**config.mk**
```make
export PLATFORM = sky130hd
export DESIGN_NAME = bus_fault_ctl
export DESIGN_NICKNAME = d
export VERILOG_FILES = /design/src/rtl/bus_fault_ctl.sv
export SDC_FILE = /design/constraint.sdc
export NUM_CORES = 1
export LEC_CHECK = 0
export BUFFER_PORTS_ARGS = -buffer_cell sky130_fd_sc_hd__buf_4
export CORE_ASPECT_RATIO = 0.5
export CORE_MARGIN = 2
export CORE_UTILIZATION = 42
export DETAILED_ROUTE_END_ITERATION = 6
export GPL_TIMING_DRIVEN = 1
export HOLD_SLACK_MARGIN = 0.08
export PLACE_DENSITY = 0.68
export SLEW_MARGIN = 40
export SYNTH_ARGS = -nofsm -noshare
export SYNTH_HDL_FRONTEND = slang
export SYNTH_SLANG_ARGS = --single-unit
```
**constraint.sdc**
```tcl
create_clock -name clk -period 3.45 [get_ports clk]
set_input_delay 0.345 -clock clk [delete_from_list [all_inputs] [get_ports clk]]
set_output_delay 0.345 -clock clk [all_outputs]
set_load 0.02 [all_outputs]
```
**src/rtl/bus_fault_ctl.sv**
```systemverilog
module bus_fault_ctl #(
  parameter int AW     = 32,
  parameter int VW     = 8,
  parameter int BE_VEC = 2,
  parameter int AE_VEC = 3
) (
  input  logic          clk,
  input  logic          rst_n,
  input  logic          fault_vld,
  input  logic [1:0]    fault_kind,
  input  logic [AW-1:0] fault_addr,
  input  logic          acc_vld,
  input  logic [1:0]    acc_kind,
  input  logic [1:0]    acc_size,
  input  logic [AW-1:0] acc_addr,
  input  logic          br_vld,
  input  logic          br_taken,
  input  logic [AW-1:0] br_tgt,
  input  logic          pf_use,
  input  logic          pf_flush,
  input  logic          boundary,
  input  logic          opnd_acc,
  input  logic          exc_phase,
  input  logic [AW-1:0] cur_pc,
  output logic          exc_req,
  output logic [VW-1:0] exc_vec,
  output logic          halted,
  output logic [AW-1:0] flt_addr,
  output logic [AW-1:0] ret_pc
);
  localparam logic [1:0] K_PF = 2'd0;
  localparam logic [1:0] K_RD = 2'd1;
  localparam logic [1:0] K_WR = 2'd2;

  logic          pend_v, pend_wr, pend_ae;
  logic [AW-1:0] pend_addr, pend_pc;

  wire acc_odd  = acc_vld && acc_addr[0] && (acc_kind == K_PF || acc_size != 2'd0);
  wire br_odd   = br_vld && br_taken && br_tgt[0];
  wire go_halt  = exc_phase && (fault_vld || acc_odd || br_odd);
  wire pend_hit = pend_v && (pend_wr ? (boundary || opnd_acc) : pf_use);

  wire be_now  = fault_vld && fault_kind == K_RD;
  wire be_late = fault_vld && (fault_kind == K_PF || fault_kind == K_WR);
  wire ae_rd   = acc_odd && acc_kind == K_RD;
  wire ae_late = acc_odd && (acc_kind == K_PF || acc_kind == K_WR);

  logic          fire, fire_ae, take_pend;
  logic [AW-1:0] fire_addr, fire_pc;

  always_comb begin
    fire = 1'b1; fire_ae = 1'b0; take_pend = 1'b0;
    fire_addr = fault_addr; fire_pc = cur_pc;
    if (be_now) begin
    end else if (pend_hit && !pend_ae) begin
      take_pend = 1'b1; fire_addr = pend_addr; fire_pc = pend_pc;
    end else if (ae_rd) begin
      fire_ae = 1'b1; fire_addr = acc_addr;
    end else if (br_odd) begin
      fire_ae = 1'b1; fire_addr = br_tgt; fire_pc = br_tgt;
    end else if (pend_hit) begin
      take_pend = 1'b1; fire_ae = 1'b1; fire_addr = pend_addr; fire_pc = pend_pc;
    end else begin
      fire = 1'b0;
    end
  end

  wire pend_drop = take_pend || (pf_flush && pend_v && !pend_wr);
  wire slot_free = !pend_v || pend_drop;

  always_ff @(posedge clk or negedge rst_n) begin
    if (!rst_n) begin
      exc_req <= 1'b0; exc_vec <= '0; halted <= 1'b0;
      flt_addr <= '0; ret_pc <= '0;
      pend_v <= 1'b0; pend_wr <= 1'b0; pend_ae <= 1'b0;
      pend_addr <= '0; pend_pc <= '0;
    end else begin
      exc_req <= 1'b0;
      if (go_halt) halted <= 1'b1;
      if (!halted && !go_halt) begin
        if (fire) begin
          exc_req  <= 1'b1;
          exc_vec  <= fire_ae ? VW'(AE_VEC) : VW'(BE_VEC);
          flt_addr <= fire_addr;
          ret_pc   <= fire_pc;
        end
        if (pend_drop) pend_v <= 1'b0;
        if (slot_free && be_late) begin
          pend_v <= 1'b1; pend_wr <= fault_kind == K_WR; pend_ae <= 1'b0;
          pend_addr <= fault_addr; pend_pc <= cur_pc;
        end else if (slot_free && ae_late) begin
          pend_v <= 1'b1; pend_wr <= acc_kind == K_WR; pend_ae <= 1'b1;
          pend_addr <= acc_addr; pend_pc <= cur_pc;
        end
      end
    end
  end

  p_data_now_r1: assert property (@(posedge clk) disable iff (!rst_n)
    (be_now && !exc_phase && !halted) |=> (exc_req && exc_vec == VW'(BE_VEC)));
  p_odd_branch_r5: assert property (@(posedge clk) disable iff (!rst_n)
    (br_odd && !exc_phase && !halted) |=> exc_req);
  p_vec_legal_r6: assert property (@(posedge clk) disable iff (!rst_n)
    exc_req |-> (exc_vec == VW'(BE_VEC) || exc_vec == VW'(AE_VEC)));
  p_phase_halt_r7: assert property (@(posedge clk) disable iff (!rst_n)
    (exc_phase && fault_vld) |=> (halted && !exc_req));
  p_halt_sticky_r8: assert property (@(posedge clk) disable iff (!rst_n)
    halted |=> halted);
  p_halt_quiet_r8: assert property (@(posedge clk) disable iff (!rst_n)
    halted |-> !exc_req);
  p_slot_keep_r9: assert property (@(posedge clk) disable iff (!rst_n)
    (pend_v && !pend_drop) |=> (pend_v && $stable(pend_addr)));
endmodule

```
# After elaboration in Yosys (flattened, before gate mapping)

Index checks and enable logic that the tools add are counted.

Bits in registers: 141
Bits of input ports: 145
Output and inout port bits: 74
Word-level logic and storage cells: 87

Equality and inequality tests: 4
Muxes and demuxes: 36
Reduce and logical (&&, ||, !) cells: 37

Operator list:

| kind               | number |
|---|---|
| $mux 32            | 14 |
| $mux 1             | 22 |
| $logic_and 1x1->1  | 16 |
| $logic_or 1x1->1   | 8 |
| $reduce_and 2->1   | 3 |
| $logic_not 1->1    | 5 |
| $eq 2x1->1 const B | 2 |
| $eq 2x2->1 const B | 2 |
| $logic_not 2->1    | 2 |
| $reduce_bool 2->1  | 2 |
| $reduce_bool 3->1  | 1 |

# Depth between registers and ports, before layout

Depth in word-level cells: 13
Gate-level depth with buffers: 8
Gate-level depth less buffers: 6

# Worst setup path after synthesis

OpenSTA, ideal clock, no wires.

Path kind: input port to flip-flop
Start: in acc_kind[1]
End: reg pend_pc[10]
Setup time: 0.125 ns
Arrival: 1.870 ns
Required time: 3.325 ns
Path slack: 1.455 ns
Cell stages on the path: 6
Buffers on the path: 1
Cells stage by stage: nand2b_1 > o32a_2 > a311oi_4 > nor2_4 > buf_6 > mux2_4

Longest elaborated chain between the ends: 12
Elaborated cells between the ends (all ways): 23
Those cells by class: eq/ne (2); mux (4); reduce/logical (17)

Ends and longest elaborated chain:

| item                                        | RTL line | source |
|---|---|---|
| start, declared                             | 13       | `input logic [1:0] acc_kind,` |
| $logic_not 2->1                             | 38, 46   |  |
| $logic_or 1x1->1                            | 38       | `wire acc_odd = acc_vld && acc_addr[0] && (acc_kind == K_PF \|\| acc_size != 2'd0);` |
| $logic_and 1x1->1                           | 38       |  |
| $logic_and 1x1->1                           | 45       | `wire ae_rd = acc_odd && acc_kind == K_RD;` |
| $mux 1                                      | 57       | `end else if (ae_rd) begin` |
| $mux 1                                      | 55       | `end else if (pend_hit && !pend_ae) begin` |
| $mux 1                                      | 54       | `if (be_now) begin` |
| $logic_or 1x1->1                            | 68       | `wire pend_drop = take_pend \|\| (pf_flush && pend_v && !pend_wr);` |
| $logic_or 1x1->1                            | 69       | `wire slot_free = !pend_v \|\| pend_drop;` |
| $logic_and 1x1->1, on equally long branches | 88, 91   |  |
| $reduce_bool 2->1 (no source line)          | -        |  |
| $reduce_and 2->1 (no source line)           | -        |  |
| end signal, assigned                        | 90       | `pend_addr <= fault_addr; pend_pc <= cur_pc;` |
| end signal, assigned                        | 93       | `pend_addr <= acc_addr; pend_pc <= cur_pc;` |
| end, declared                               | 36       | `logic [AW-1:0] pend_addr, pend_pc;` |

Several ways; a longest one is shown, not always the timed one.
A chain may end at the register's enable or synchronous reset.

# Final worst setup path

Start: reg pend_wr
End: reg pend_pc[1]

Longest elaborated chain between the ends: 12
Elaborated cells between the ends (all ways): 17
Those cells by class: mux (7); reduce/logical (10)

Ends and longest elaborated chain:

| item                                        | RTL line | source |
|---|---|---|
| start, declared                             | 35       | `logic pend_v, pend_wr, pend_ae;` |
| start signal, assigned                      | 75       | `pend_v <= 1'b0; pend_wr <= 1'b0; pend_ae <= 1'b0;` |
| start signal, assigned                      | 89       | `pend_v <= 1'b1; pend_wr <= fault_kind == K_WR; pend_ae <= 1'b0;` |
| start signal, assigned                      | 92       | `pend_v <= 1'b1; pend_wr <= acc_kind == K_WR; pend_ae <= 1'b1;` |
| $mux 1                                      | 41       | `wire pend_hit = pend_v && (pend_wr ? (boundary \|\| opnd_acc) : pf_use);` |
| $logic_and 1x1->1                           | 41       |  |
| $mux 1                                      | 61       | `end else if (pend_hit) begin` |
| $mux 1                                      | 59       | `end else if (br_odd) begin` |
| $mux 1                                      | 57       |  |
| $mux 1                                      | 55       |  |
| $mux 1                                      | 54       |  |
| $logic_or 1x1->1 (*)                        | 68       |  |
| $logic_or 1x1->1 (*)                        | 69       |  |
| $logic_and 1x1->1, on equally long branches | 88, 91   |  |
| $reduce_bool 2->1 (no source line)          | -        |  |
| $reduce_and 2->1 (no source line)           | -        |  |

Every way passes the cells marked *; elsewhere a longest branch is shown, timed or not.

==> summary.md <==
| Metric | Value |
|---|---|
| GP Congestion | `0.862` |
| CP endpoint kind | `flip-flop` |
| Final Setup Violations | `0` |
| Register area | `3380 um2` |
| Worst path slowest cell | `nor2_4` |
| Antenna violations before repair | `0` |
| Top_reg_cell synth | `dfrtp_1` |
| Congestion Overflow GR | `0` |
| Placed Instance Area | `8510 um2` |
| DR vias | `6,466` |
| Routed WL per cell | `21.4 um` |
| HP Class | `in -> reg` |
| CTS tree | `done` |
| 1st-iter DRT viols | `716` |
| Crit path max fanout | `13` |
| Critical Path AT | `2800 ps` |
| Mapped Cells | `648` |
| Number of synthesized flops with an enable pin | `0` |
| Failing checks | `DRC` |
| Synthesis-to-layout area growth | `35.0%` |
| Synth Cell Area | `6750 um2` |
| Post-detail-place hpwl | `14,500 um` |
| Final Hold Viols | `0` |
| Post-synth cell types | `48` |
| Crit path max-delay family | `simple AND/OR/NAND/NOR gates` |
| Horiz. Die Dim | `183 um` |
| Number of H-tree levels | `4` |
| Worst setup SP type | `flip-flop` |
| Clock Sinks | `135` |
| Layout cells sized above 1 | `36.9%` |
| FFs w/ async S/R, synth | `100%` |
| DRC | `1` |
| Status | `finished, violations left` |
| First-pass GRT wire length | `34,800 um` |
| Bufs and invs on worst path | `1` |
| Final ANT Viol Nets | `0` |
| Clock buffer depth | `2` |
| Multi-input logic area | `3090 um2` |
| Core ar. | `15,600 um2` |
| Unrepaired setup endpoints after global routing | `no` |
| TritonRoute pass-1 iters | `7` |
| Synth warn | `0` |
| Largest net degree at the start of global routing | `93` |
| Fmax | `397 MHz` |
| Cell area after layout | `9110 um2` |
| Largest stage delay on the critical path | `540 ps` |
| Cell row count | `32` |
| Cells along the critical path | `nor3b_1, nor2_1, a311oi_4, nor2_4, buf_4, mux2_2` |
| Min Tclk post-route | `2520 ps` |
| Clock skew | `15.0 ps` |
| Antenna diodes | `0` |
| WL final | `22,500 um` |
| Worst-case vdd ir drop | `417 uV` |
| GRT Overall Usage | `26.2%` |
| Fillers | `1,380` |
| CTS Root Cell | `clkbuf_16` |
| Setup CP Type | `reg -> reg` |
| Layout Nets | `980` |
| Max-slew headroom | `43.3%` |
| Io pins | `219` |
| Vias in the first global route | `6,404` |
| Leak Pwr | `4.16 nW` |
| Post-synthesis register bit count | `135` |
| Slew @ Worst Pin | `850 ps` |
| Setup TNS | `0 ps` |
| Max-cap viol count | `0` |
| Num CTS Buffers | `17` |
| Avg Cell Area, Syn | `10.4 um2` |
| IO buf count | `212` |
| Vias per cell | `6.15` |
| Final Cycle Share | `72.9%` |
| Clock-pin slew on the worst setup and hold paths | `60 ps` |
| Final Slew Violations | `0` |
| Sequential area share after synthesis | `50.1%` |
| Worst skew pair latency | `410 ps` |
| Total power | `0.00695 W` |
| DIE AREA | `17,200 um2` |
| PwrDens | `763 nW/um2` |
| Cts repair resizes | `0` |
| Die height | `93.6 um` |
| WHS | `183 ps` |
| Initial core utilization | `43.3%` |
| WP data required | `3730 ps` |
==> path summary, 6_finish.rpt <==
check | slack, ps | cells past startpoint | endpoint | from
max in group asynchronous | 2210 | 3 | flt_addr[22]$_DFFE_PN0P_ | rst_n
worst min-delay path | 180 | 2 | pend_pc[28]$_DFFE_PN0P_ | cur_pc[28]
worst max register to register | 930 | 6 | pend_pc[1]$_DFFE_PN0P_ | pend_wr$_DFFE_PN0P_
worst max-delay path | 930 | 6 | pend_pc[1]$_DFFE_PN0P_ | pend_wr$_DFFE_PN0P_
min in group asynchronous | 530 | 2 | flt_addr[28]$_DFFE_PN0P_ | rst_n
worst min register to register | 480 | 1 | exc_vec[1]$_DFFE_PN0P_ | exc_vec[1]$_DFFE_PN0P_
==> area by class of cell <==
| type | count | share of cell area [%] |
|---|---|---|
| Tap cell | 204 | 2.80 |
| Inverter | 6 | 0.247 |
| Clock buffer | 22 | 5.21 |
| Timing Repair Buffer | 231 | 19.4 |
| Multi-Input combinational cell | 444 | 33.9 |
| Sequential cell | 135 | 37.1 |
| Clock inverter | 10 | 1.30 |
==> what timing repair did <==
item / CTS / global route
endpoints found under the hold margin: 91 / 0
buffers inserted: 0 / 0
hold buffers: 1 / 0
==> metal layers <==
metal / share of wire (%) / vias up / GRT usage, %
met3: 8.0 / 40 / 5.18
met5: 0 / - / 0
li1: - / 2856 / -
met4: 2.0 / 0 / 10.5
met1: 43 / 3224 / 35.5
met2: 47 / 346 / 41.5
==> report_power, final <==
| group | switching (W) | internal [W] | leakage (nW) |
|---|---|---|---|
| clock | 0.000701 | 0.00113 | 0.283 |
| sequential | 0.000372 | 0.00217 | 1.66 |
| combinational | 0.00145 | 0.00113 | 2.22 |
| total | 0.00253 | 0.00443 | 4.16 |
==> registers in the layout (all words and copies together), names as in the netlist <==
signal     flops
flt_addr      32
pend_addr     32
pend_pc       32
ret_pc        32
exc_vec        2
exc_req        1
halted         1
pend_ae        1
pend_v         1
pend_wr        1
==> logic make-up after synthesis <==
| family | after synthesis | synth area share [%] |
|---|---|---|
| and+or+nand+nor | 100 | 7.29 |
| AOI/OAI and AO/OA | 275 | 26.0 |
| buffers and inverters | 74 | 5.01 |
| muxes | 63 | 11.6 |
| DFF | 135 | 50.1 |
| other | 1 | 0.0556 |
==> metrics by stage <==
stage               instances  util, %  setup slack, ps
floorplan                 653        -             1450
global placement         1019     54.6             1040
detailed placement       1019     54.6              948
CTS                      1052     58.5              969
global route             1052     58.5              819
finish                   1052     58.5              934
==> cells in the final DEF (no fill, tap or decap), types with 3 or more instances in the layout <==
| cell | instances |
|---|---|
| buf_4 | 227 |
| dfrtp_1 | 135 |
| o21ai_0 | 68 |
| a21oi_1 | 66 |
| a31oi_1 | 62 |
| nand3_1 | 37 |
| nand2_1 | 34 |
| a22oi_1 | 32 |
| mux2i_1 | 31 |
| mux2_4 | 29 |
| a222oi_1 | 28 |
| clkbuf_16 | 17 |
| nor2_1 | 7 |
| conb_1 | 6 |
| inv_1 | 5 |
| or2_2 | 3 |
| nand3_2 | 3 |
| mux2_2 | 3 |
| clkbuf_8 | 3 |
| clkinvlp_4 | 3 |
==> synth_stat cells (2+ instances only) <==
master | instances | area [um2]
a22oi_1 | 32 | 240
a21oi_1 | 66 | 330
or2_2 | 3 | 18.8
mux2_2 | 3 | 33.8
a21o_1 | 3 | 22.5
nand2_1 | 34 | 128
o32a_2 | 2 | 22.5
mux2i_1 | 31 | 310
nor3b_1 | 2 | 15.0
o2bb2ai_1 | 2 | 17.5
inv_1 | 5 | 18.8
buf_2 | 9 | 45.0
buf_1 | 7 | 26.3
mux2_4 | 29 | 435
nand2b_1 | 3 | 18.8
clkbuf_2 | 3 | 15.0
o21ai_0 | 68 | 340
nand3_1 | 40 | 200
nor2_1 | 8 | 30.0
a222oi_1 | 28 | 280
a31oi_1 | 62 | 388
dfrtp_1 | 135 | 3380
buf_6 | 3 | 33.8
nor2b_1 | 2 | 12.5
buf_4 | 6 | 45.0
clkbuf_1 | 40 | 150
Note: power is estimated with default switching activity, not from simulation.
